File: src/rtl/pkt_fifo_pkg.sv
package pkt_fifo_pkg;
    localparam int BYTE_W     = 8;
    localparam int WORD_BYTES = 4;
    localparam int WORD_W     = BYTE_W * WORD_BYTES;
    localparam int LANE_W     = $clog2(WORD_BYTES);
    localparam int LVL_W      = 4;
    localparam int TRIG_W     = 3;

    typedef logic [BYTE_W-1:0] byte_t;
    typedef logic [WORD_W-1:0] word_t;
    typedef logic [LANE_W-1:0] lane_t;
    typedef logic [LVL_W-1:0]  lvl_t;

    // control byte: trigger fields above the two flush commands
    typedef struct packed {
        logic [TRIG_W-1:0] tx_trig;   // [7:5]
        logic [TRIG_W-1:0] rx_trig;   // [4:2]
        logic              tx_flush;  // [1]
        logic              rx_flush;  // [0]
    } ctrl_t;

    typedef struct packed {
        lvl_t tx_free;                // [7:4]
        lvl_t rx_fill;                // [3:0]
    } status_t;

    function automatic byte_t lane_of(word_t w, lane_t l);
        return w[l*BYTE_W +: BYTE_W];
    endfunction

    function automatic word_t lane_place(byte_t b, lane_t l);
        return word_t'(b) << (l * BYTE_W);
    endfunction
endpackage

File: src/rtl/pkt_word_fifo.sv
module pkt_word_fifo
    import pkt_fifo_pkg::*;
#(
    parameter int DEPTH = 8,
    localparam int PTR_W = $clog2(DEPTH),
    localparam int CNT_W = $clog2(DEPTH + 1)
) (
    input  logic             clk,
    input  logic             rst,
    input  logic             flush,
    input  logic             wr,
    input  word_t            wdata,
    input  logic             rd,
    output word_t            head,
    output logic [CNT_W-1:0] count,
    output logic             full,
    output logic             empty
);
    word_t            mem [DEPTH];
    logic [PTR_W-1:0] wr_ptr, rd_ptr;
    logic             wr_ok, rd_ok;

    assign empty = (count == '0);
    assign full  = (count == CNT_W'(DEPTH));
    assign wr_ok = wr && !full;
    assign rd_ok = rd && !empty;
    assign head  = empty ? '0 : mem[rd_ptr];

    always_ff @(posedge clk) begin
        if (wr_ok) mem[wr_ptr] <= wdata;
    end

    always_ff @(posedge clk) begin
        if (rst || flush) begin
            wr_ptr <= '0;
            rd_ptr <= '0;
            count  <= '0;
        end else begin
            if (wr_ok) wr_ptr <= wr_ptr + PTR_W'(1);
            if (rd_ok) rd_ptr <= rd_ptr + PTR_W'(1);
            count <= count + CNT_W'(wr_ok) - CNT_W'(rd_ok);
        end
    end

    // level never leaves its legal range
    assert_level_bound_R2: assert property (@(posedge clk) disable iff (rst)
        count <= CNT_W'(DEPTH));

    // a flush leaves the queue empty on the next cycle
    assert_flush_empties_R8: assert property (@(posedge clk) disable iff (rst)
        flush |=> empty);

    // a write into a full queue without a read cannot change its fullness
    assert_full_holds_R3: assert property (@(posedge clk) disable iff (rst)
        (full && wr && !rd && !flush) |=> full);
endmodule

File: src/rtl/pkt_tx_unpack.sv
module pkt_tx_unpack
    import pkt_fifo_pkg::*;
#(
    parameter int LEN_W = 12
) (
    input  logic             clk,
    input  logic             rst,
    input  logic             flush,
    input  logic             start,
    input  logic [LEN_W-1:0] len,
    input  word_t            head,
    input  logic             empty,
    input  logic             pop,
    output byte_t            byte_o,
    output logic             valid,
    output logic             fifo_rd
);
    lane_t            lane;
    logic [LEN_W-1:0] remain;
    logic             last, take;

    assign valid   = !empty && (remain != '0);
    assign last    = (lane == lane_t'(WORD_BYTES - 1)) || (remain == LEN_W'(1));
    assign take    = pop && valid;
    assign fifo_rd = take && last;
    assign byte_o  = lane_of(head, lane);

    always_ff @(posedge clk) begin
        if (rst) begin
            lane   <= '0;
            remain <= '0;
        end else begin
            if (flush)     lane <= '0;
            else if (take) lane <= last ? '0 : lane + lane_t'(1);
            if (start)     remain <= len;
            else if (take) remain <= remain - LEN_W'(1);
        end
    end
endmodule

File: src/rtl/pkt_rx_pack.sv
module pkt_rx_pack
    import pkt_fifo_pkg::*;
#(
    parameter int LEN_W = 12
) (
    input  logic             clk,
    input  logic             rst,
    input  logic             flush,
    input  logic             start,
    input  logic [LEN_W-1:0] len,
    input  logic             push,
    input  byte_t            byte_i,
    input  logic             full,
    output logic             ready,
    output logic             fifo_wr,
    output word_t            wdata
);
    lane_t            lane;
    logic [LEN_W-1:0] remain;
    word_t            acc;
    logic             last, take;

    assign ready   = !full && (remain != '0);
    assign last    = (lane == lane_t'(WORD_BYTES - 1)) || (remain == LEN_W'(1));
    assign take    = push && ready;
    assign fifo_wr = take && last;
    assign wdata   = acc | lane_place(byte_i, lane);

    always_ff @(posedge clk) begin
        if (rst) begin
            lane   <= '0;
            remain <= '0;
            acc    <= '0;
        end else begin
            if (flush || start) begin
                lane <= '0;
                acc  <= '0;
            end else if (take) begin
                lane <= last ? '0 : lane + lane_t'(1);
                acc  <= last ? '0 : wdata;
            end
            if (start)     remain <= len;
            else if (take) remain <= remain - LEN_W'(1);
        end
    end
endmodule

File: src/rtl/pkt_fifo_ctl.sv
module pkt_fifo_ctl
    import pkt_fifo_pkg::*;
#(
    parameter int DEPTH = 8,
    parameter int LEN_W = 12,
    localparam int CNT_W = $clog2(DEPTH + 1)
) (
    input  logic             clk,
    input  logic             rst,
    input  logic             ctrl_wr,
    input  logic [7:0]       ctrl_wdata,
    output logic [7:0]       ctrl_rdata,
    output logic [7:0]       status_rdata,
    input  logic             tx_wr,
    input  logic [31:0]      tx_wdata,
    input  logic             rx_rd,
    output logic [31:0]      rx_rdata,
    output logic             tx_req,
    output logic             rx_req,
    output logic             tx_ovf,
    output logic             rx_unf,
    input  logic             eng_start,
    input  logic [LEN_W-1:0] eng_len,
    input  logic             eng_tx_pop,
    output logic [7:0]       eng_tx_byte,
    output logic             eng_tx_valid,
    input  logic             eng_rx_push,
    input  logic [7:0]       eng_rx_byte,
    output logic             eng_rx_ready
);
    ctrl_t            wr_c, ctrl_q;
    status_t          stat;
    word_t            tx_head, rx_head, rx_wdata;
    logic [CNT_W-1:0] tx_cnt, rx_cnt, tx_free;
    logic             tx_full, tx_empty, rx_full, rx_empty;
    logic             tx_pop_word, rx_push_word;

    assign wr_c = ctrl_t'(ctrl_wdata);

    // flush bits live exactly one cycle; triggers hold until rewritten
    always_ff @(posedge clk) begin
        if (rst) begin
            ctrl_q <= '0;
        end else begin
            ctrl_q.tx_flush <= ctrl_wr && wr_c.tx_flush;
            ctrl_q.rx_flush <= ctrl_wr && wr_c.rx_flush;
            if (ctrl_wr) begin
                ctrl_q.tx_trig <= wr_c.tx_trig;
                ctrl_q.rx_trig <= wr_c.rx_trig;
            end
        end
    end

    always_ff @(posedge clk) begin
        if (rst) begin
            tx_ovf <= 1'b0;
            rx_unf <= 1'b0;
        end else begin
            tx_ovf <= tx_wr && tx_full;
            rx_unf <= rx_rd && rx_empty;
        end
    end

    pkt_word_fifo #(.DEPTH(DEPTH)) u_tx_q (
        .clk(clk), .rst(rst), .flush(ctrl_q.tx_flush),
        .wr(tx_wr), .wdata(tx_wdata), .rd(tx_pop_word),
        .head(tx_head), .count(tx_cnt), .full(tx_full), .empty(tx_empty)
    );

    pkt_word_fifo #(.DEPTH(DEPTH)) u_rx_q (
        .clk(clk), .rst(rst), .flush(ctrl_q.rx_flush),
        .wr(rx_push_word), .wdata(rx_wdata), .rd(rx_rd),
        .head(rx_head), .count(rx_cnt), .full(rx_full), .empty(rx_empty)
    );

    pkt_tx_unpack #(.LEN_W(LEN_W)) u_unpack (
        .clk(clk), .rst(rst), .flush(ctrl_q.tx_flush),
        .start(eng_start), .len(eng_len),
        .head(tx_head), .empty(tx_empty), .pop(eng_tx_pop),
        .byte_o(eng_tx_byte), .valid(eng_tx_valid), .fifo_rd(tx_pop_word)
    );

    pkt_rx_pack #(.LEN_W(LEN_W)) u_pack (
        .clk(clk), .rst(rst), .flush(ctrl_q.rx_flush),
        .start(eng_start), .len(eng_len),
        .push(eng_rx_push), .byte_i(eng_rx_byte), .full(rx_full),
        .ready(eng_rx_ready), .fifo_wr(rx_push_word), .wdata(rx_wdata)
    );

    assign tx_free      = CNT_W'(DEPTH) - tx_cnt;
    assign stat.tx_free = LVL_W'(tx_free);
    assign stat.rx_fill = LVL_W'(rx_cnt);
    assign status_rdata = stat;
    assign ctrl_rdata   = ctrl_q;
    assign rx_rdata     = rx_head;
    assign tx_req       = stat.tx_free > LVL_W'(ctrl_q.tx_trig);
    assign rx_req       = stat.rx_fill > LVL_W'(ctrl_q.rx_trig);

    // a byte is only offered while at least one word is queued
    assert_tx_byte_backed_R6: assert property (@(posedge clk) disable iff (rst)
        eng_tx_valid |-> (tx_free < CNT_W'(DEPTH)));

    // the engine is only told to send while a receive slot is open
    assert_rx_room_R7: assert property (@(posedge clk) disable iff (rst)
        eng_rx_ready |-> (rx_cnt < CNT_W'(DEPTH)));
endmodule

File: config.mk
export PLATFORM = sky130hd
export DESIGN_NAME = pkt_fifo_ctl
export DESIGN_NICKNAME = d
export VERILOG_FILES = /design/src/rtl/pkt_fifo_pkg.sv /design/src/rtl/pkt_word_fifo.sv /design/src/rtl/pkt_tx_unpack.sv /design/src/rtl/pkt_rx_pack.sv /design/src/rtl/pkt_fifo_ctl.sv
export SDC_FILE = /design/constraint.sdc
export NUM_CORES = 1
export LEC_CHECK = 0
export ABC_AREA = 1
export CAP_MARGIN = 25
export CORE_MARGIN = 1
export CORE_UTILIZATION = 55
export CTS_BUF_LIST = sky130_fd_sc_hd__clkbuf_8
export CTS_CLUSTER_DIAMETER = 30
export CTS_CLUSTER_SIZE = 12
export DETAILED_ROUTE_END_ITERATION = 12
export PLACE_DENSITY_LB_ADDON = 0.05
export SLEW_MARGIN = 20
export SYNTH_ARGS = -nofsm -noshare
export SYNTH_HDL_FRONTEND = slang
export SYNTH_SLANG_ARGS = --single-unit
File: constraint.sdc
create_clock -name clk -period 4.57 [get_ports clk]
set_input_delay 1.1425 -clock clk [delete_from_list [all_inputs] [get_ports clk]]
set_output_delay 1.1425 -clock clk [all_outputs]
set_load 0.1 [all_outputs]
# Yosys cells after proc, flatten, opt, wreduce, memory -nomap -nowiden
# Memory sizes are Yosys's and may differ from the RTL's. A register that Yosys moved wholly into a read port is not among the register bits.
# Index checks and enable logic that the tools add are counted.
[word_totals]
n_memories = 2
mem_bits_rw = 512
mem_bits_ro = 0
latch_bits = 0
elab_cells = 91
regBits = 90
out_inout_bits = 62
in_bits = 68
[memory_table]
columns = ["memory", "words", "width", "read_ports", "rd_ports_with_merged_regs", "write_ports", "line", "text"]
rows = [
  ["u_rx_q.mem", 8, 32, 1, 1, 1, "pkt_word_fifo.sv:19", "word_t mem [DEPTH];"],
  ["u_tx_q.mem", 8, 32, 1, 1, 1, "pkt_word_fifo.sv:19", ""],
]
[op_classes]
mux = 17
shifts = 2
bitwise_logic = 1
n_mul = 0
n_lt_le_gt_ge = 2
n_reduce_logical = 31
n_div = 0
n_eq_ne = 6
addsub = 13
[op_table]
columns = ["op", "n"]
rows = [
  ["$mux 32", 3],
  ["$mux 12", 4],
  ["$or 32x32->32", 1],
  ["$shiftx 32x6->8", 1],
  ["$shl 8x5->32", 1],
  ["$eq 12x1->1 const B", 2],
  ["$reduce_bool 12->1", 2],
  ["$sub 12x1->12 const B", 2],
  ["$logic_and 1x1->1", 14],
  ["$add 3x1->3 const B", 4],
  ["$mux 3", 4],
  ["$add 4x1->4", 2],
  ["$eq 4x4->1 const B", 2],
  ["$gt 4x3->1", 2],
  ["$logic_not 4->1", 2],
  ["$sub 4x1->4", 2],
  ["$logic_or 1x1->1", 5],
  ["$add 2x1->2 const B", 2],
  ["$eq 2x2->1 const B", 2],
  ["$logic_not 1->1", 4],
  ["$mux 1", 4],
  ["$mux 2", 2],
  ["$reduce_bool 2->1", 2],
  ["$reduce_or 2->1", 2],
  ["$sub 4x4->4 const A", 1],
]

# Logic depth before layout (Yosys ltp)
# Gate-level depths: netlist of run 1.
[logic_depth]
depth_word = 8
mapped_depth = 14

# Modules after synthesis
# From an unflattened synthesis of run 1, not the netlist that was laid out.
[hier_totals]
hier_cells = 3081
area_unflattened_um2 = 28169.5
[by_module_without_submodules]
columns = ["mod", "instances", "area_each_um2", "cells_per_inst", "seq_area_each_um2"]
rows = [
  ["pkt_word_fifo", 2, 11837.6, 1207, 7947.6],
  ["pkt_rx_pack", 1, 2651.3, 379, 920.9],
  ["pkt_tx_unpack", 1, 1298.7, 217, 280.3],
  ["pkt_fifo_ctl", 1, 544.3, 71, 200.2],
]

# Worst setup path before layout of run 1
# No wires, ideal clock.
[synth_path]
path_type = "register to output"
start = "reg u_rx_q.count[2]"
end = "out eng_rx_ready"
path_stages_with_launch = 5
arrival_ns = 3.756
n_path_buf = 0
path_slack_ns = -0.329
path_cell_list = "dfxtp_1 inv_1 ha_1 nand3_1 a21boi_0"
[synth_between]
elab_chain_cells = 3
[synth_lines]
columns = ["item", "line", "text"]
rows = [
  ["from (decl)", "pkt_word_fifo.sv:15", "output logic [CNT_W-1:0] count,"],
  ["from (signal assigned)", "pkt_word_fifo.sv:41", "count <= count + CNT_W'(wr_ok) - CNT_W'(rd_ok);"],
  ["$eq 4x4->1", "pkt_word_fifo.sv:24", "assign full = (count == CNT_W'(DEPTH));"],
  ["$logic_not 1->1", "pkt_rx_pack.sv:23", "assign ready = !full && (remain != '0);"],
  ["$logic_and 1x1->1", "pkt_rx_pack.sv:23", ""],
  ["to (decl)", "pkt_fifo_ctl.sv:29", "output logic eng_rx_ready"],
]
# No other way between the ends.

==> results of run 1 <==
[power breakdown]
group          internal (W)  total, W  leakage (nW)  switching (W)
sequential          0.00626   0.00641          5.35       0.000150
combinational       0.00143   0.00582          4.32        0.00439
clock               0.00381   0.00623          1.45        0.00242
[placed cells by master, fill, tap and decap left out, types with 5 or more instances in the layout]
cell type / Yosys / final
a211oi_1: 5 / 5
a21oi_1: 44 / 44
a21oi_2: 29 / 29
a31oi_1: 32 / 27
a31oi_2: 0 / 5
buf_12: 2 / 16
buf_4: 3 / 75
bufinv_16: 0 / 22
clkbuf_8: 0 / 124
clkdlybuf4s50_1: 0 / 85
clkinv_1: 4 / 20
clkinv_2: 0 / 21
clkinv_4: 1 / 8
clkinvlp_4: 0 / 12
dfxtp_1: 96 / 92
edfxtp_1: 512 / 512
ha_1: 30 / 30
inv_1: 94 / 109
inv_2: 6 / 6
inv_6: 0 / 7
nand2_1: 504 / 503
nand3_1: 281 / 281
nand4_1: 6 / 6
nor2_1: 273 / 257
nor2_2: 7 / 7
nor2_4: 2 / 18
o21ai_0: 164 / 164
o21ai_1: 17 / 17
o22ai_1: 32 / 32
or2_1: 19 / 19
or2_2: 10 / 10
xor2_1: 7 / 7
[worst max-delay path, stage by stage (launching register included)]
cell     delay [ns]
dfxtp_2        0.33
buf_4          0.58
o21ai_0        0.20
o22ai_1        0.20
o21ai_1        0.08
a31oi_1        0.39
buf_4          0.37
[synthesized netlist by cell type, types with 5 or more instances]
cell type / count
a211oi_1: 5
a21oi_1: 44
a21oi_2: 29
a31oi_1: 32
buf_1: 22
buf_2: 35
clkbuf_1: 65
dfxtp_1: 96
edfxtp_1: 512
ha_1: 30
inv_1: 94
inv_2: 6
nand2_1: 504
nand3_1: 281
nand4_1: 6
nor2_1: 273
nor2_2: 7
o21ai_0: 164
o21ai_1: 17
o22ai_1: 32
or2_1: 19
or2_2: 10
xor2_1: 7
[per-stage QoR]
step / area (um2) / hold WS, ns
after floorplan: 25500 / 0.430
after global placement: 27500 / 0.441
after detailed placement: 27500 / 0.444
after CTS: 30300 / 0.453
after global routing: 30300 / 0.477
final: 30300 / 0.454
[path summary, 6_finish.rpt]
path	to	cells past startpoint
max	rx_rdata[17]	6
min	u_pack.acc[31]	2
max reg2reg	u_rx_q.count[2]	12
min reg2reg	u_pack.acc[31]	2
[per-layer routing]
layer | part of all wire, % | vias up | track usage [%]
met3 | 6.5 | 108 | 4.89
li1 | - | 8518 | -
met2 | 50 | 540 | 44.8
met4 | 2.6 | 2 | 10.9
met1 | 41 | 8500 | 32.0
met5 | 0.020 | - | 0
[flip-flops by register name, summed over array words and instances (netlist names), named ones only]
register,cells
rx_unf,1
u_unpack.lane,2
u_rx_q.count,4
ctrl_rdata,8
u_rx_q.wr_ptr,3
u_tx_q.wr_ptr,3
u_tx_q.mem,256
u_tx_q.count,4
tx_ovf,1
u_pack.acc,32
u_pack.remain,12
u_tx_q.rd_ptr,3
u_unpack.remain,12
u_pack.lane,2
u_rx_q.rd_ptr,3
u_rx_q.mem,256
[logic make-up (layout without fill, tap and decap cells)]
kind of cell / after synthesis / count (layout) / share of synthesized area [%]
adder cells (fa/ha/maj): 32 / 32 / 1.63
flip-flops: 608 / 608 / 67.9
other: 0 / 2 / 0
AND/OR/NAND/NOR: 1121 / 1121 / 18.8
XOR/XNOR: 11 / 11 / 0.378
AO/OA/AOI/OAI: 331 / 331 / 7.37
buffers and inverters: 237 / 506 / 3.98
[final cells by class]
cell class | count | area (um2) | area share (%)
Clock inverter | 100 | 1090 | 3.60
Sequential cell | 608 | 17300 | 57.0
Antenna cell | 2 | 5.00 | 0.0165
Clock buffer | 124 | 1710 | 5.63
Timing Repair Buffer | 176 | 1730 | 5.72
Multi-Input combinational cell | 1495 | 7330 | 24.2
Inverter | 106 | 408 | 1.34
Tap cell | 600 | 751 | 2.47
==> summary.txt, run 1 <==
Run status
  • Status: finished clean

Yosys
  • Most area-hungry cell type in the Yosys netlist: edfxtp_1
  • Seq/Total Area, Yosys: 67.9%
  • Post-synth net total: between 2000 and 2500
  • Synth Cell Area: 25500 um2
  • Warnings, synthesis: 0
  • Yosys reg bits: 608
  • Average cell area after synthesis: 10.9 um2
  • Synth top area cells: edfxtp_1 (60%), dfxtp_1 (7.5%), nand2_1 (7.4%)
  • Post-synth EDFFs: 512
  • Synth top area share: 60.3%
  • Post-synth ARST share: 0%
  • Yosys cell types: 44
  • Post-synthesis cell count: 2340
  • Primary FF master, synth: edfxtp_1

Floorplanning
  • Row cnt: 78
  • Core area: 45600 um2
  • Die width: 217 um
  • Die height: approximately 220 um
  • Initial core utilization: 55.9%
  • Die Area: 47200 um2
  • I/O pins: 130

Global routing
  • Initial antenna violation count: 3
  • Total GRT Usage: 25.9%
  • Pin count of the biggest net entering global routing: 129
  • Vias in the first global route: approximately 18000
  • Grt ovf: 0
  • First-pass GRT wire length: 94.6 mm

Clock network
  • Cts repair resizes: 0
  • CTS H-tree depth: 3
  • CTS Hold Bufs: 0
  • CTS Root Cell: clkbuf_8
  • Post-CTS Setup Inserts: 0
  • Clock Latency Late Sink: 0.72 ns
  • CTS sink count: just over 600
  • CTS max path bufs: 3
  • Total CTS buffers: 118
  • Clock slew at reported path FFs: 0.06 ns
  • CTS tree: built

Final layout
  • Final core occ: about 67%
  • Post-Layout Cell Count: 3211
  • Area Overhead vs Synth: 19.0%
  • Share of cells above drive strength 1: 14.5%
  • Fillers: 3456
  • Layout net count: between 2000 and 3000

Timing
  • Slew @ Worst Pin: 1.01 ns
  • Slew margin rel.: 32.7%
  • Final Hold Fails: 0
  • Setup-failing EPs final: 0
  • Final WS setup: around 0.54 ns
  • Skew final: between 0.03 and 0.04 ns
  • Tmin final: about 4 ns
  • Slew Limit Fails: 0
  • Highest Clock Rate: about 250 MHz
  • Setup TNS Final: 0 ns
  • RSZ-0062 raised after global routing: no
  • Final Cycle Share: 88.1%

Flow run
  • MaxCap Viol Count: 0

Setup path
  • Worst r2r src: u_rx_q.count[2]
  • CP Capture Type: output pin
  • Worst Path Arrival: approximately 2.9 ns
  • Crit-path max FO: 64
  • Critical path class: flop to output pin
  • Critical Path RT: 3.43 ns
  • Startpoint Class: flop
  • R2r setup slk: roughly 1.5 ns

Routing
  • Vias/cell: ~5.5
  • Vias: between 15000 and 20000
  • DR iter-0 viols: approximately 1100
  • Drt drc: 0
  • Routed WL per cell: 18.7 um
  • Drt first pass iters: 9
  • Drt total wl: about 60 mm
  • ANT nets after route: 0

Placed design
  • Count of input and output buffers: 129
  • Dpl cells: 2985
  • GP Congestion: 0.850
  • Place WS: 1.18 ns
  • Detailed placement HPWL: 34.9 mm

Power and ir drop
  • Power density over the cells: slightly above 600 nW/um2
  • Peak supply drop: between 0.7 and 0.8 mV
  • Leakage power total: 11.1 nW
  • Total Power: 0.0185 W

Worst hold path
  • Hold Path Class: flop to flop
  • Hold path start: u_pack.acc[31]
Note: power is estimated with default switching activity, not from simulation.
==> run 2, diff against run 1 <==
Clock period 4.57 ns to 3.6 ns, I/O delays scaled along.
==> run 2 against run 1 <==
Compared with the run above:
- final cell count grew 0.37%
- worst hold slack about the same
- wire length up 3.0%
- die area unchanged
- critical endpoint is now eng_tx_byte[4]
- global-route usage up 0.50 points
- critical path depth up 5
- register-to-register slack got worse by 0.59 ns
- clock-buffer cell count up 2
- cell area up 3.7%
- via count up 1.9%
- worst setup slack got worse by 0.41 ns
- combinational power is 52% higher
==> summary.txt, run 2 (synthesis gave the netlist of run 1 again) <==
Worst hold path
  • Worst Hold End: u_pack.acc[23]
  • WHS Path Cells: 2 (unchanged)
  • Hold path start: u_pack.acc[23]
  • Hold Path Class: flop to flop

Placed design
  • GP Congestion: 0.853 (+0.33%)
  • DP Area: 28500 um2 (+3.7%)
  • Detailed placement HPWL: 35.0 mm (+0.22%)
  • Count of input and output buffers: 129 (unchanged)
  • Dpl cells: 2986 (+0.034%)

Clock network
  • Clock slew at reported path FFs: 0.07 ns (about the same)
  • CTS Root Cell: clkbuf_8
  • CTS tree: built
  • Clock Latency Late Sink: 0.71 ns (about the same)
  • CTS Hold Bufs: 0 (unchanged)
  • Total CTS buffers: 120 (+1.7%)
  • CTS max path bufs: 3 (unchanged)
  • CTS sink count: 608 (unchanged)
  • CTS H-tree depth: 3 (unchanged)

Timing
  • Skew final: 0.0272 ns (-0.0123 ns)
  • Slew margin rel.: 34.0% (+1.3 points)
  • Slew Limit Fails: 0 (unchanged)
  • Final Cycle Share: 96.2%
  • Slew @ Worst Pin: 0.987 ns (-0.0192 ns)
  • RSZ-0062 raised after global routing: no
  • Highest Clock Rate: ~290 MHz
  • Final Hold Fails: 0 (unchanged)
  • Setup TNS Final: 0 ns (unchanged)
  • Setup-failing EPs final: 0 (unchanged)
  • Tmin final: 3.46 ns

Floorplanning
  • I/O pins: 130 (unchanged)
  • Die width: 217 um (unchanged)
  • Initial core utilization: 55.9% (unchanged)
  • Die Area: 47200 um2 (unchanged)
  • Row cnt: 78 (unchanged)
  • Die height: 217 um (unchanged)
  • Core area: 45600 um2 (unchanged)

Global routing
  • First-pass GRT wire length: 95.5 mm (+0.98%)
  • Vias in the first global route: 17700 (+0.59%)
  • Total GRT Usage: 26.4% (+0.50 points)
  • Grt ovf: 0 (unchanged)
  • Initial antenna violation count: 5 (+2)
  • Pin count of the biggest net entering global routing: 126 (-2.3%)

Power and ir drop
  • Switching Share: 38.3% (+0.65 points)
  • Net Sw Power: 0.00948 W (+36%)
  • Clock share of power: 31.5% (-2.3 points)
  • Peak supply drop: 1.01 mV (+32%)
  • Leakage power total: 11.4 nW (+2.3%)
  • Power density over the cells: 785 nW/um2 (+29%)
  • Combinational fraction of design power: 35.7% (+4.2 points)
  • Total Power: 0.0247 W (+34%)
  • Sequential Power Share: 32.8% (-1.9 points)
  • Internal: 0.0152 W (+32%)

Routing
  • ANT nets after route: 0 (unchanged)
  • Drt drc: 0 (unchanged)
  • Drt total wl: 61.7 mm (+3.0%)
  • Vias/cell: 5.59 (+1.5%)
  • DR iter-0 viols: 1364 (+21%)
  • Drt first pass iters: 5 (-4)
  • Routed WL per cell: 19.2 um (+2.6%)
  • Vias: 18000 (+1.9%)

Final layout
  • Area Overhead vs Synth: 23.5%
  • Post-Layout Cell Count: 3223 (+0.37%)
  • Share of cells above drive strength 1: 17.0% (+2.5 points)
  • Most frequent cells in the layout: edfxtp_1 (512), nand2_1 (504), nand3_1 (281)
  • Largest regs: u_rx_q.mem x256, u_tx_q.mem x256, u_pack.acc x32
  • Final Cell Area: 31500 um2 (+3.7%)
  • Layout net count: 2613 (+0.31%)
  • Most common cell after layout, fill and taps aside: edfxtp_1

Flow run
  • MaxCap Viol Count: 0 (unchanged)

Setup path
  • R2r setup slk: 0.90 ns (-0.59 ns)
  • Crit-path max FO: 24 (-63%)
  • Worst Reg-to-Reg Cells: 13 (+1)
  • Worst Path Arrival: 2.56 ns (-0.32 ns)
  • Startpoint Class: flop
  • Critical path class: flop to output pin
  • CP Capture Type: output pin
  • Critical Path RT: 2.70 ns (-0.73 ns)
  • R2R Path End: u_tx_q.count[2]
  • Worst r2r src: u_unpack.remain[0]

Run status
  • Status: finished clean
## run 2: cell types whose count changed in the layout (fill, tap and decap cells not counted), moves of 5 or more
| cell | delta |
|---|---|
| buf_4 | -36 |
| a31oi_1 | -27 |
| clkdlybuf4s50_1 | -14 |
| a31oi_4 | +29 |
| bufinv_16 | -6 |
| clkinv_1 | -9 |
| inv_1 | -5 |
| buf_12 | +47 |
| clkinvlp_4 | +13 |
## run 2: critical path: stages (launching register included)
cell and delay [ns]:
dfxtp_4 0.38, clkinv_2 0.15, buf_4 0.32, nand2_1 0.10, nand3_1 0.10, nand3_1 0.09, nand2_1 0.13, nand3_1 0.08
nand2_1 0.08, nand2_1 0.05, nand2_1 0.16, buf_12 0.20
## run 2: power groups by stage
stage	Clock [W]	Sequential, W	Combinational [W]
6_report	0.00778	0.00811	0.00882
5_1_grt	0.00821	0.00813	0.00931
3_5_place_dp	0	0.00825	0.00873
2_1_floorplan	0	0.00839	0.00585
4_1_cts	0.00791	0.00810	0.00878
3_3_place_gp	0	0.00824	0.00863
## run 2: metrics by stage
step	hold slack (ns)	util (%)	setup WS, ns
floorplan	0.430	-	-0.327
global placement	0.440	62.6	0.630
detailed placement	0.446	62.6	0.598
CTS	0.455	68.8	0.0374
global route	0.475	69.0	0.00473
finish	0.454	69.0	0.138
## run 2: worst max path at each step
stage | from | endpoint | slack, ns | cells after the start
2_1_floorplan | u_rx_q.count[2] | eng_rx_ready | -0.33 | 4
3_3_place_gp | eng_tx_pop | u_tx_q.count[2] | 0.63 | 9
3_5_place_dp | eng_tx_pop | u_tx_q.count[2] | 0.60 | 9
4_1_cts | u_tx_q.count[2] | eng_tx_byte[5] | 0.04 | 9
5_1_grt | flop | eng_tx_byte[5] | 0.005 | 10
6_report | flop | eng_tx_byte[4] | 0.14 | 11
## run 2: layout make-up
class | count | area, um2
diodes | 3 | 7.51
clock buffers | 126 | 1730
clock inverters | 103 | 1050
fillers | 3309 | 14100
inverters | 106 | 414
multi-input cells | 1495 | 7770
flip-flops and latches | 608 | 17300
well taps | 600 | 751
repair buffers | 182 | 2430
## run 2: metal layers
layer  global-route usage, %  vias to the layer above  wire, um
met5                       0                        -        22
met4                    10.8                        4      1800
met3                    5.28                      135      3500
met2                    46.3                      575     31700
met1                    31.8                     8739     24700
li1                        -                     8548         -
## run 2: timing repair
item,4_1_cts,5_1_grt
setup buffers,3,0
gates cloned,0,2
endpoints found under the setup margin,17,16
pin swaps,0,0
gates resized for setup,4,12
==> run 3, diff against run 2 <==
Settings changed: REMOVE_ABC_BUFFERS from default to 1.
==> run 3 against run 2 <==
Compared with the run above:
- clock power grew 1%
- core utilization down 1.1 points
- maximum frequency up 0.26%
- worst setup slack improved by 0.0091 ns
- wire length decreased by 1.3%
- register-to-register slack got worse by 0.03 ns
- flip-flop and latch count is the same
- global-route usage shrank 0.35 points
- first-iteration DRC count grew 3.2%
- largest power group unchanged
- combinational power down 5.7%
==> summary.txt, run 3 (synthesis gave the netlist of run 1 again) <==
Run status
  • Status: finished clean

Floorplanning
  • Die Area: 47200 um2 (unchanged)
  • Initial core utilization: 55.9% (unchanged)
  • Core area: 45600 um2 (unchanged)
  • Die width: 217 um (unchanged)
  • Die height: 217 um (unchanged)
  • Row cnt: 78 (unchanged)
  • I/O pins: 130 (unchanged)

Placed design
  • Detailed placement HPWL: 33.0 mm (-5.7%)
  • Count of input and output buffers: 129 (unchanged)
  • GP Congestion: 0.804 (-5.8%)
  • Place WS: 0.608 ns (+0.00961 ns)
  • DP Area: 28100 um2 (-1.7%)

Global routing
  • Grt ovf: 0 (unchanged)
  • Total GRT Usage: 26.1% (-0.35 points)
  • Initial antenna violation count: 6 (+1)
  • Vias in the first global route: 17800 (+0.38%)
  • Met2 usage: 44.6% (-1.7 points)
  • Global Route met1 Usage: 32.9% (+1.1 points)
  • Pin count of the biggest net entering global routing: 129 (+2.4%)
  • First-pass GRT wire length: 95.2 mm (-0.29%)
  • GR peak layer: met2
  • M3 GR Usage: 4.95% (-0.34 points)

Timing
  • Final WS setup: 0.147 ns (+0.00905 ns)
  • Setup-failing EPs final: 0 (unchanged)
  • Final Cycle Share: 95.9% (-0.25 points)
  • Slew Limit Fails: 0 (unchanged)
  • Skew final: 0.0340 ns (+0.00678 ns)
  • Final Hold Fails: 0 (unchanged)
  • Slew @ Worst Pin: 0.989 ns (+0.00221 ns)
  • RSZ-0062 raised after global routing: no
  • Highest Clock Rate: 290 MHz (+0.26%)
  • Tmin final: 3.45 ns (-0.00905 ns)
  • Slew margin rel.: 33.8% (-0.15 points)
  • Setup TNS Final: 0 ns (unchanged)

Clock network
  • CTS max path bufs: 3 (unchanged)
  • Clock slew at reported path FFs: 0.06 ns (about the same)
  • Total CTS buffers: 119 (-0.83%)
  • Clock Latency Late Sink: 0.70 ns (about the same)
  • CTS Root Cell: clkbuf_8
  • CTS sink count: 608 (unchanged)
  • CTS H-tree depth: 3 (unchanged)
  • CTS tree: built
  • Post-CTS Setup Inserts: 0 (-3)

Routing
  • Drt total wl: 60.9 mm (-1.3%)
  • Drt first pass iters: 6 (+1)
  • ANT nets after route: 0 (unchanged)
  • DR iter-0 viols: 1408 (+3.2%)
  • Routed WL per cell: 19.0 um (-1.0%)
  • Drt drc: 0 (unchanged)
  • Vias: 17900 (-0.54%)
  • Vias/cell: 5.57 (-0.23%)

Flow run
  • MaxCap Viol Count: 0 (unchanged)

Final layout
  • Final core occ: 67.9% (-1.1 points)
  • Largest regs: u_rx_q.mem x256, u_tx_q.mem x256, u_pack.acc x32
  • Share of cells above drive strength 1: 15.1% (-1.9 points)
  • Most frequent cells in the layout: edfxtp_1 (512), nand2_1 (504), nand3_1 (281)
  • Area Overhead vs Synth: 21.5%
  • Most common cell after layout, fill and taps aside: edfxtp_1
  • Layout net count: 2609 (-0.15%)
  • Final Cell Area: 31000 um2 (-1.6%)

Setup path
  • Critical path class: flop to output pin
  • CP Capture Type: output pin
  • Startpoint Class: flop
  • Crit path top cell by count: buf_12
  • Crit-path max FO: 34 (+42%)
  • Critical Path Max Stage Delay: 0.44 ns (+0.06 ns)
  • Cells along the critical path: inv_1, ha_1, nand3_1, buf_12, o21ai_1, a31oi_1, buf_12
  • Worst r2r src: u_tx_q.count[1]
  • CP top delay family: buffers and inverters
  • CP startpoint: u_rx_q.count[2]
  • Critical Path RT: 2.70 ns (about the same)
  • Worst Path Arrival: 2.55 ns (about the same)
  • Slowest-stage cell, CP: a31oi_1
  • CP bufs+invs: 3 (unchanged)
  • R2r setup slk: 0.87 ns (-0.03 ns)

Power and ir drop
  • Total Power: 0.0243 W (-1.6%)
  • Peak supply drop: 1.01 mV (-0.29%)
  • Leakage power total: 11.3 nW (-0.54%)
  • Power density over the cells: 785 nW/um2 (about the same)

Worst hold path
  • Hold Path Class: flop to flop
  • Hold path start: u_pack.acc[22]
run 3: cell type report:
cell class | count | area (um2)
Tap cell | 600 | 751
Clock inverter | 103 | 1130
Clock buffer | 120 | 1650
Timing Repair Buffer | 179 | 2380
Antenna cell | 2 | 5.00
Sequential cell | 608 | 17300
Multi-Input combinational cell | 1495 | 7320
Inverter | 106 | 417
Fill cell | 3445 | 14600
run 3: path summary, 6_finish.rpt:
check	endpoint	cells past startpoint
worst max-delay path	rx_rdata[8]	7
worst min register to register	u_pack.acc[22]	2
worst max register to register	u_tx_q.count[2]	12
worst min-delay path	u_pack.acc[22]	2
run 3: timing repair:
| action | in CTS | in global routing |
|---|---|---|
| setup endpoints to repair | 21 | 24 |
| cloned | 1 | 1 |
| hold buffers | 0 | 0 |
| resized for setup | 4 | 9 |
run 3: through the flow:
step / hold slack (ns) / std cells
finish: 0.454 / 3213
global placement: 0.439 / 2986
floorplan: 0.432 / 2209
CTS: 0.457 / 3210
global route: 0.473 / 3213
detailed placement: 0.446 / 2986
run 3: tightest hold or removal path: stages, from the launching register on:
cell     delay (ns)
dfxtp_1        0.30
inv_1          0.06
a21oi_1        0.05
run 3: power breakdown:
group	switching (W)	total, W	internal [W]
combinational	0.00582	0.00832	0.00251
sequential	0.000153	0.00810	0.00795
clock	0.00316	0.00789	0.00473
run 3: routing by layer:
layer | wire (um) | part of all wire (%)
met1 | 25100 | 41
met2 | 30700 | 50
met3 | 3690 | 6.1
met4 | 1370 | 2.2
met5 | 55 | 0.090
